## config.mk

```make
export PLATFORM = sky130hd
export DESIGN_NAME = llf_mem_arbiter
export DESIGN_NICKNAME = d
export VERILOG_FILES = /design/src/rtl/llf_mem_arbiter.sv
export SDC_FILE = /design/constraint.sdc
export NUM_CORES = 1
export LEC_CHECK = 0
export BUFFER_PORTS_ARGS = -buffer_cell sky130_fd_sc_hd__buf_4
export CORE_ASPECT_RATIO = 1.75
export CORE_MARGIN = 2
export CORE_UTILIZATION = 40
export CTS_CLUSTER_DIAMETER = 120
export DETAILED_ROUTE_END_ITERATION = 7
export GPL_ROUTABILITY_DRIVEN = 0
export PLACE_DENSITY = 0.68
export SETUP_SLACK_MARGIN = 0.15
export SYNTH_ARGS = -nofsm -noshare
export SYNTH_HDL_FRONTEND = slang
export SYNTH_SLANG_ARGS = --single-unit
```

## constraint.sdc

```tcl
create_clock -name clk -period 11.01 [get_ports clk]
set_clock_uncertainty 0.1 [all_clocks]
set_input_delay 2.202 -clock clk [delete_from_list [all_inputs] [get_ports clk]]
set_output_delay 2.202 -clock clk [all_outputs]
set_load 0.005 [all_outputs]
```

## src/rtl/llf_mem_arbiter.sv

```systemverilog
module llf_mem_arbiter #(
  parameter int NREQ   = 4,
  parameter int KEY_W  = 12,
  parameter int DATA_W = 16,
  parameter int TIME_W = 16,
  localparam int ID_W  = (NREQ > 1) ? $clog2(NREQ) : 1
) (
  input  logic                          clk,
  input  logic                          rst_n,
  input  logic [NREQ-1:0]               req_valid,
  input  logic [NREQ-1:0][KEY_W-1:0]    req_key,
  input  logic [NREQ-1:0][TIME_W-1:0]   req_deadline,
  input  logic [NREQ-1:0][TIME_W-1:0]   req_ctime,
  output logic [NREQ-1:0]               req_grant,
  output logic [NREQ-1:0]               req_late,
  output logic [TIME_W-1:0]             cur_time,
  output logic                          mem_req,
  output logic [KEY_W-1:0]              mem_key,
  output logic [ID_W-1:0]               mem_id,
  input  logic                          mem_rvalid,
  input  logic [ID_W-1:0]               mem_rid,
  input  logic [DATA_W-1:0]             mem_rdata,
  output logic [NREQ-1:0]               rsp_valid,
  output logic [DATA_W-1:0]             rsp_data
);

  logic [TIME_W-1:0]        now_q;
  logic [NREQ-1:0]          busy_q;
  logic [NREQ-1:0]          eligible;
  logic [NREQ-1:0][TIME_W-1:0] slack;

  logic                     win_found;
  logic [ID_W-1:0]          win_idx;
  logic signed [TIME_W-1:0] win_slack;

  assign cur_time = now_q;
  assign eligible = req_valid & ~busy_q;

  for (genvar g = 0; g < NREQ; g++) begin : g_slack
    assign slack[g] = req_deadline[g] - req_ctime[g] - now_q;
  end

  always_comb begin
    win_found = 1'b0;
    win_idx   = '0;
    win_slack = '0;
    for (int i = 0; i < NREQ; i++) begin
      if (eligible[i] && (!win_found || $signed(slack[i]) < win_slack)) begin
        win_found = 1'b1;
        win_idx   = ID_W'(i);
        win_slack = $signed(slack[i]);
      end
    end
  end

  always_ff @(posedge clk) begin
    if (!rst_n) begin
      now_q     <= '0;
      req_grant <= '0;
      req_late  <= '0;
      mem_req   <= 1'b0;
      mem_key   <= '0;
      mem_id    <= '0;
    end else begin
      now_q     <= now_q + 1'b1;
      req_grant <= '0;
      req_late  <= '0;
      mem_req   <= win_found;
      if (win_found) begin
        req_grant[win_idx] <= 1'b1;
        req_late[win_idx]  <= win_slack[TIME_W-1];
        mem_key            <= req_key[win_idx];
        mem_id             <= win_idx;
      end
    end
  end

  always_ff @(posedge clk) begin
    if (!rst_n) begin
      busy_q <= '0;
    end else begin
      for (int i = 0; i < NREQ; i++) begin
        if (win_found && win_idx == ID_W'(i))
          busy_q[i] <= 1'b1;
        else if (mem_rvalid && mem_rid == ID_W'(i))
          busy_q[i] <= 1'b0;
      end
    end
  end

  always_ff @(posedge clk) begin
    if (!rst_n) begin
      rsp_valid <= '0;
      rsp_data  <= '0;
    end else begin
      rsp_valid <= '0;
      if (mem_rvalid) begin
        rsp_valid[mem_rid] <= 1'b1;
        rsp_data           <= mem_rdata;
      end
    end
  end

  a_r7_single_grant: assert property (@(posedge clk) disable iff (!rst_n)
    $onehot0(req_grant));

  a_r7_req_matches_grant: assert property (@(posedge clk) disable iff (!rst_n)
    mem_req == (req_grant != '0));

  a_r6_id_of_grant: assert property (@(posedge clk) disable iff (!rst_n)
    mem_req |-> req_grant[mem_id]);

  a_r9_rsp_onehot: assert property (@(posedge clk) disable iff (!rst_n)
    $onehot0(rsp_valid));

  for (genvar g = 0; g < NREQ; g++) begin : g_chk
    a_r4_grant_needs_request: assert property (@(posedge clk) disable iff (!rst_n)
      req_grant[g] |-> $past(req_valid[g]));

    a_r8_no_second_lookup: assert property (@(posedge clk) disable iff (!rst_n)
      req_grant[g] |-> !$past(busy_q[g]));

    a_r10_late_only_with_grant: assert property (@(posedge clk) disable iff (!rst_n)
      req_late[g] |-> req_grant[g]);

    a_r9_route_by_id: assert property (@(posedge clk) disable iff (!rst_n)
      rsp_valid[g] |-> ($past(mem_rvalid) && $past(mem_rid) == ID_W'(g)));
  end

endmodule

```

# Yosys cells after proc, flatten, opt, wreduce, memory -nomap -nowiden
# Cells that the tools add are included.
totals:
  ff_bits: 63
  latchBits: 0
  mem_bits_rw: 0
  romBits: 0
  input_bits: 201
  output_inout_bits: 59
  wordCells: 89
  memories: 0
classes:
  add_sub_neg: 9
  multipliers: 0
  div: 0
  order_cmp: 7
  eq_ne: 6
  shifts: 0
  n_mux: 25
  bitwise: 3
  n_reduce_logical: 27
op_table:
  columns: ["operator", "count"]
  rows:
  - ["subtractor 16 bit", 8]
  - ["2-to-1 mux 16 bit", 4]
  - ["less-than comparator 16 bit", 3]
  - ["binary-select mux 12 bit (select 2 bit)", 1]
  - ["adder 16 x 1 -> 16 bit (second input constant)", 1]
  - ["2-to-1 mux 1 bit", 15]
  - ["logical AND 1 bit", 13]
  - ["2-to-1 mux 12 bit", 1]
  - ["AND 4 bit", 2]
  - ["== test 2 bit (second input constant)", 4]
  - ["nonzero test 2 bit", 4]
  - ["less-than comparator 2 x 3 -> 1 bit (second input constant)", 2]
  - ["demux 1 bit (select 2 bit)", 2]
  - ["== test 2 x 1 -> 1 bit (second input constant)", 2]
  - ["greater-or-equal comparator 2 x 1 -> 1 bit (second input constant)", 2]
  - ["zero test 2 bit", 2]
  - ["2-to-1 mux 2 bit", 2]
  - ["NOT 4 bit", 1]
  - ["AND reduction 2 bit", 2]
  - ["zero test 1 bit", 3]
  - ["logical OR 1 bit", 3]

# Longest topological paths before layout
depth:
  ltp_word: 20
  ltp_mapped: 44
  ltp_nobuf: 40

# Worst setup path after synthesis
# No wires, ideal clock.
synth_path:
  path_kind: "in2reg"
  from: "in req_ctime[3] in the netlist's numbering"
  to: "reg busy_q[1]"
  setup_time_ps: 116
  arrival_ps: 9735
  t_required_ps: 10794
  slack_ps: 1058
  cell_stages: 40
  path_buffers: 4
  path_cell_list: "inv_1 fa_1 ha_1 and3_1 a21boi_0 o31ai_1 a211o_1 and2_1 a31oi_1 xor2_1 nand2_1 ha_1 nand2_1 o21a_1 nor3b_1 a41oi_1 and2_1 buf_2 [4 not listed] nor4_1 nand2_1 o41ai_1 a21bo_2 buf_6 buf_6 nor2_1 a21o_1 ha_1 a21oi_1 o21ai_0 a2111oi_0 o21ai_0 o21a_1 a311oi_1 nor2_2 and4_4 a31o_2"
synth_via:
  elab_chain_len: 18
  elab_cells_between_ends: 26
  classes_between: "2 x add/sub; 3 x order compare; 1 x eq/ne; 10 x mux; 10 x reduce/logical"
synth_lines:
  columns: ["element", "line", "rtl"]
  rows:
  - ["start, declared", "13", "input logic [NREQ-1:0][TIME_W-1:0] req_ctime,"]
  - ["subtractor 16 bit (*) (2 in series)", "40", "assign slack[g] = req_deadline[g] - req_ctime[g] - now_q;"]
  - ["2-to-1 mux 16 bit (*)", "48", "if (eligible[i] && (!win_found || $signed(slack[i]) < win_slack)) begin"]
  - ["less-than comparator 16 bit", "48", null]
  - ["logical OR 1 bit", "48", null]
  - ["logical AND 1 bit", "48", null]
  - ["2-to-1 mux 16 bit or 2-to-1 mux 1 bit (tied branches)", "48", null]
  - ["less-than comparator 16 bit or zero test 1 bit (tied branches)", "48", null]
  - ["logical OR 1 bit", "48", null]
  - ["logical AND 1 bit", "48", null]
  - ["2-to-1 mux 16 bit or 2-to-1 mux 1 bit (tied branches)", "48", null]
  - ["less-than comparator 16 bit or zero test 1 bit (tied branches)", "48", null]
  - ["logical OR 1 bit", "48", null]
  - ["logical AND 1 bit", "48", null]
  - ["2-to-1 mux 2 bit", "48", null]
  - ["== test 2 x 1 -> 1 bit", "83", "if (win_found && win_idx == ID_W'(i))"]
  - ["logical AND 1 bit (*)", "83", null]
  - ["2-to-1 mux 1 bit or nonzero test 2 bit (tied branches)", null, null]
  - ["end signal, assigned", "80", "busy_q <= '0;"]
  - ["end signal, assigned by index", "84", "busy_q[i] <= 1'b1;"]
  - ["end signal, assigned by index", "86", "busy_q[i] <= 1'b0;"]
  - ["end, declared", "28", "logic [NREQ-1:0] busy_q;"]
# Mark *: on every way between the ends. The rest lies on a longest branch, timed or not.
# A chain may end at the register's enable or synchronous reset.

# Final worst setup path
layout_path:
  from: "in req_deadline[3] in the netlist's numbering"
  to: "reg mem_key[1]"
layout_via:
  elab_chain_len: 17
  elab_cells_between_ends: 24
  classes_between: "2 x add/sub; 3 x order compare; 11 x mux; 8 x reduce/logical"
layout_lines:
  columns: ["element", "line", "rtl"]
  rows:
  - ["start, declared", "12", "input logic [NREQ-1:0][TIME_W-1:0] req_deadline,"]
  - ["subtractor 16 bit (*) (2 in series)", "40", null]
  - ["2-to-1 mux 16 bit (*)", "48", null]
  - ["less-than comparator 16 bit", "48", null]
  - ["logical OR 1 bit", "48", null]
  - ["logical AND 1 bit", "48", null]
  - ["2-to-1 mux 16 bit or 2-to-1 mux 1 bit (tied branches)", "48", null]
  - ["less-than comparator 16 bit or zero test 1 bit (tied branches)", "48", null]
  - ["logical OR 1 bit", "48", null]
  - ["logical AND 1 bit", "48", null]
  - ["2-to-1 mux 16 bit or 2-to-1 mux 1 bit (tied branches)", "48", null]
  - ["less-than comparator 16 bit or zero test 1 bit (tied branches)", "48", null]
  - ["logical OR 1 bit", "48", null]
  - ["logical AND 1 bit", "48", null]
  - ["2-to-1 mux 2 bit", "48", null]
  - ["binary-select mux 12 bit (select 2 bit)", "72", "mem_key <= req_key[win_idx];"]
  - ["2-to-1 mux 12 bit (implied by the code)", "72", null]
  - ["end signal, assigned", "72", null]
  - ["end, declared", "18", "output logic [KEY_W-1:0] mem_key,"]
# Mark *: on every way between the ends. The rest lies on a longest branch, timed or not. The select of a mux whose other input is x is not followed.

==> key figures <==
Critical path
  – Arrival @ worst endpoint: 10.37 ns
  – Setup Crit Path Kind: primary input to flip-flop
  – CP Data Required Time: 11.10 ns
  – Slowest-stage cell, CP: fa_1
  – Max Fanout on Critical Path: 18
  – Crit path to: mem_key[1]$_SDFFE_PN0N_
  – Worst Setup SP: req_deadline[3]
  – Internal reg-to-reg setup slack: 1.93 ns
  – R2r endpoint: mem_key[1]$_SDFFE_PN0N_
  – Setup crit start kind: primary input
  – Reg-to-Reg Start: cur_time[3]$_SDFF_PN0_
  – Max incr delay on CP: 0.52 ns
  – Crit end category: flip-flop
  – Cell count of the worst reg-to-reg path: 39

Synthesis
  – Flop and latch count out of synthesis: 63
  – Area of the mapped netlist: 0.00878 mm2
  – Yosys warning count: 0
  – Synthesized area per cell: 8.07 um2
  – Post-synth EDFFs: 0
  – Count of different cell masters after synthesis: 63
  – Mapped Cells: 1088
  – Syn nets: 1463
  – Ys flop type: dfxtp_1
  – Ys async rst share: 0
  – Sequential share of the synthesized area: 0.144

Global route
  – First-pass GRT wire length: 43.3 mm
  – Largest net degree at the start of global routing: 43
  – Gr usage total: 0.241
  – GRT Residual Overflow: 0
  – Vias in the first global route: 8989
  – Initial antenna violation count: 0

Detailed routing
  – Antenna Nets Post-Route: 0
  – Vias post-DR: 8819
  – WL final: 28.6 mm
  – Post-route DRC violation count: 0
  – Vias per inst: 5.36
  – DR iter-0 viols: 486
  – Wire length per cell: 17.4 um
  – Pre-antenna DRT Iters: 7

Run
  – Max-cap violations: 0

STA
  – Max-slew violations: 0
  – Fin crit period: 10.28 ns
  – Final Hold Viols: 0
  – Unrepaired setup endpoints after global routing: no
  – Setup-failing EPs final: 0
  – Relative slew margins: 0.541
  – Fin crit share: 0.934
  – Max Fclk: 0.0972 GHz
  – TNS Setup: 0 ns
  – Tightest Pin Transition: 0.687 ns

Floorplanning
  – Core area: 0.0215 mm2
  – Die ar.: 0.0232 mm2
  – DIE WIDTH: 116 um
  – Initial Util: 0.409
  – Die height: 200 um
  – Top Ports: 260
  – Std-Cell Rows: 71

Placement
  – DPL Wire Length: 24.5 mm
  – Area after DPL: 0.0111 mm2
  – Placed cells: 1626
  – Port bufs: 259

Power and ir drop
  – Seq pwr share: 0.148
  – Leakage: 5.33 nW
  – Power per cell area: 170 mW/mm2
  – Clock share of power: 0.166
  – Peak VDD IR: 93.1 uV
  – P_int: 1.08 mW
  – Total net switching power: 886 uW
  – Sw frac: 0.450
  – Part of the power in combinational logic: 0.686

Hold path
  – Hold path depth: 2
  – Hold WC Path Type: flip-flop to flip-flop

CTS
  – CTS root buf: clkbuf_16
  – Hold bufs inserted after CTS: 0
  – Clock latency on the worst-skew pair: 0.35 ns
  – H-Tree Depth: 3
  – Clock sinks: 63
  – CTS tree: yes
  – Worst-path clk slew: 0.06 ns
  – CTS buffer count: 9
  – Bufs on Longest Clock Path: 2

Final layout
  – Design Area, Final: 0.0116 mm2
  – Share of layout cells above drive strength 1: 0.238
  – Layout fillers: 2140
  – Final net count: 1721
  – Non-filler instance count after layout: 1644
  – Layout area overhead: 31.7%

Run status
  – Outcome: complete, no violations
## power by group through the flow
stage | registers (mW) | clock network [mW] | logic (mW)
finish | 0.292 | 0.327 | 1.35
global route | 0.297 | 0.341 | 1.50
CTS | 0.292 | 0.331 | 1.32
detailed placement | 0.297 | 0 | 1.31
global placement | 0.296 | 0 | 1.29
floorplan | 0.295 | 0 | 0.889
## worst min-delay path by stage
stage / from / endpoint / slack, ns
2_1_floorplan: busy_q[3]$_SDFFE_PN0P_ / busy_q[3]$_SDFFE_PN0P_ / 0.34
3_3_place_gp: busy_q[3]$_SDFFE_PN0P_ / busy_q[3]$_SDFFE_PN0P_ / 0.36
3_5_place_dp: busy_q[3]$_SDFFE_PN0P_ / busy_q[3]$_SDFFE_PN0P_ / 0.36
4_1_cts: busy_q[3]$_SDFFE_PN0P_ / busy_q[3]$_SDFFE_PN0P_ / 0.36
5_1_grt: busy_q[3]$_SDFFE_PN0P_ / busy_q[3]$_SDFFE_PN0P_ / 0.40
6_report: busy_q[3]$_SDFFE_PN0P_ / busy_q[3]$_SDFFE_PN0P_ / 0.36
## final cells by class
| cell class | count | area, um2 | area share |
|---|---|---|---|
| Timing Repair Buffer | 278 | 2140 | 0.185 |
| Multi-Input combinational cell | 881 | 7050 | 0.609 |
| Clock buffer | 9 | 225 | 0.0195 |
| Antenna cell | 1 | 2.50 | 0.000216 |
| Sequential cell | 63 | 1260 | 0.109 |
| Clock inverter | 7 | 105 | 0.00908 |
| Inverter | 113 | 424 | 0.0367 |
| Tap cell | 292 | 365 | 0.0316 |
## cells by family (layout without fill, tap and decap cells)
kind of cell / Yosys count / count (layout) / synth area share
AOI/OAI and AO/OA: 273 / 273 / 0.198
xor gates and xnor gates: 69 / 69 / 0.0688
adders and majority gates: 174 / 174 / 0.299
buffers and inverters: 144 / 407 / 0.0662
DFF: 63 / 63 / 0.144
muxes: 29 / 29 / 0.0330
other: 0 / 1 / 0
and+or+nand+nor: 336 / 336 / 0.192
## cells in the final DEF (no fill, tap or decap), drive strengths merged, types with 20 or more instances in the layout
master / instances
dfxtp: 63
mux2i: 29
o21ai: 66
a31oi: 26
o21a: 20
a21oi: 68
nand3: 38
inv: 115
nand2: 89
xnor2: 53
nor3: 27
nor2b: 33
ha: 114
buf: 278
nand2b: 20
o211ai: 20
nor2: 61
fa: 60
## routing by layer
layer | up-vias | global-route usage | share of wire
met2 | 258 | 0.462 | 0.54
li1 | 4345 | - | -
met4 | 0 | 0.119 | 0.051
met3 | 79 | 0.0389 | 0.049
met1 | 4137 | 0.247 | 0.36
met5 | - | 0 | 0
## timing repair
action,in CTS,in global routing
resized for setup,0,22
endpoints found under the setup margin,0,26
buffers inserted,0,1
## worst max-delay path: cells and delay by family
family	cells	cell delay, ns
compound gates	16	3.53
simple gates	12	1.89
fa+ha+maj	5	1.71
buf+inv	4	0.59
xor+xnor	1	0.26
mux	1	0.15
## sequential cells by signal (all words and copies together), names as in the netlist
name       count
mem_key       12
mem_req        1
rsp_data      16
rsp_valid      4
cur_time      16
req_grant      4
mem_id         2
req_late       4
busy_q         4
## synthesized netlist by cell type, types with 3 or more instances
library cell	n	area share
and3_1	11	0.0078
a2111oi_0	6	0.0060
xor2_1	16	0.016
nor3_1	27	0.015
fa_1	60	0.14
o211ai_1	20	0.017
a21o_1	15	0.013
nand2b_1	20	0.014
a211o_1	3	0.0030
buf_2	6	0.0034
clkbuf_1	18	0.0077
dfxtp_1	63	0.14
o21a_1	20	0.017
o31ai_1	5	0.0043
o21ai_0	66	0.038
nor4_1	6	0.0043
nand4_1	15	0.011
mux2i_1	29	0.033
nor2b_1	33	0.024
a21oi_1	68	0.039
a21boi_0	5	0.0043
xnor2_1	53	0.053
nor2_1	60	0.026
and2_1	14	0.010
a41oi_1	4	0.0040
inv_1	113	0.048
ha_1	114	0.16
a211oi_1	8	0.0068
nand2_1	89	0.038
nor3b_1	3	0.0026
a31oi_1	26	0.019
or3_1	6	0.0043
o21bai_1	3	0.0026
buf_6	4	0.0051
nand3_1	38	0.022
## metrics by stage
step,hold slack [ns],total power [mW],utilization,setup slack (ns)
2_1_floorplan,0.338,1.18,-,1.06
3_3_place_gp,0.359,1.58,0.517,0.361
3_5_place_dp,0.357,1.61,0.517,0.0213
4_1_cts,0.364,1.94,0.533,0.340
5_1_grt,0.402,2.14,0.538,0.156
6_report,0.363,1.97,0.538,0.725
No activity file was read; power rests on OpenSTA's default activity.
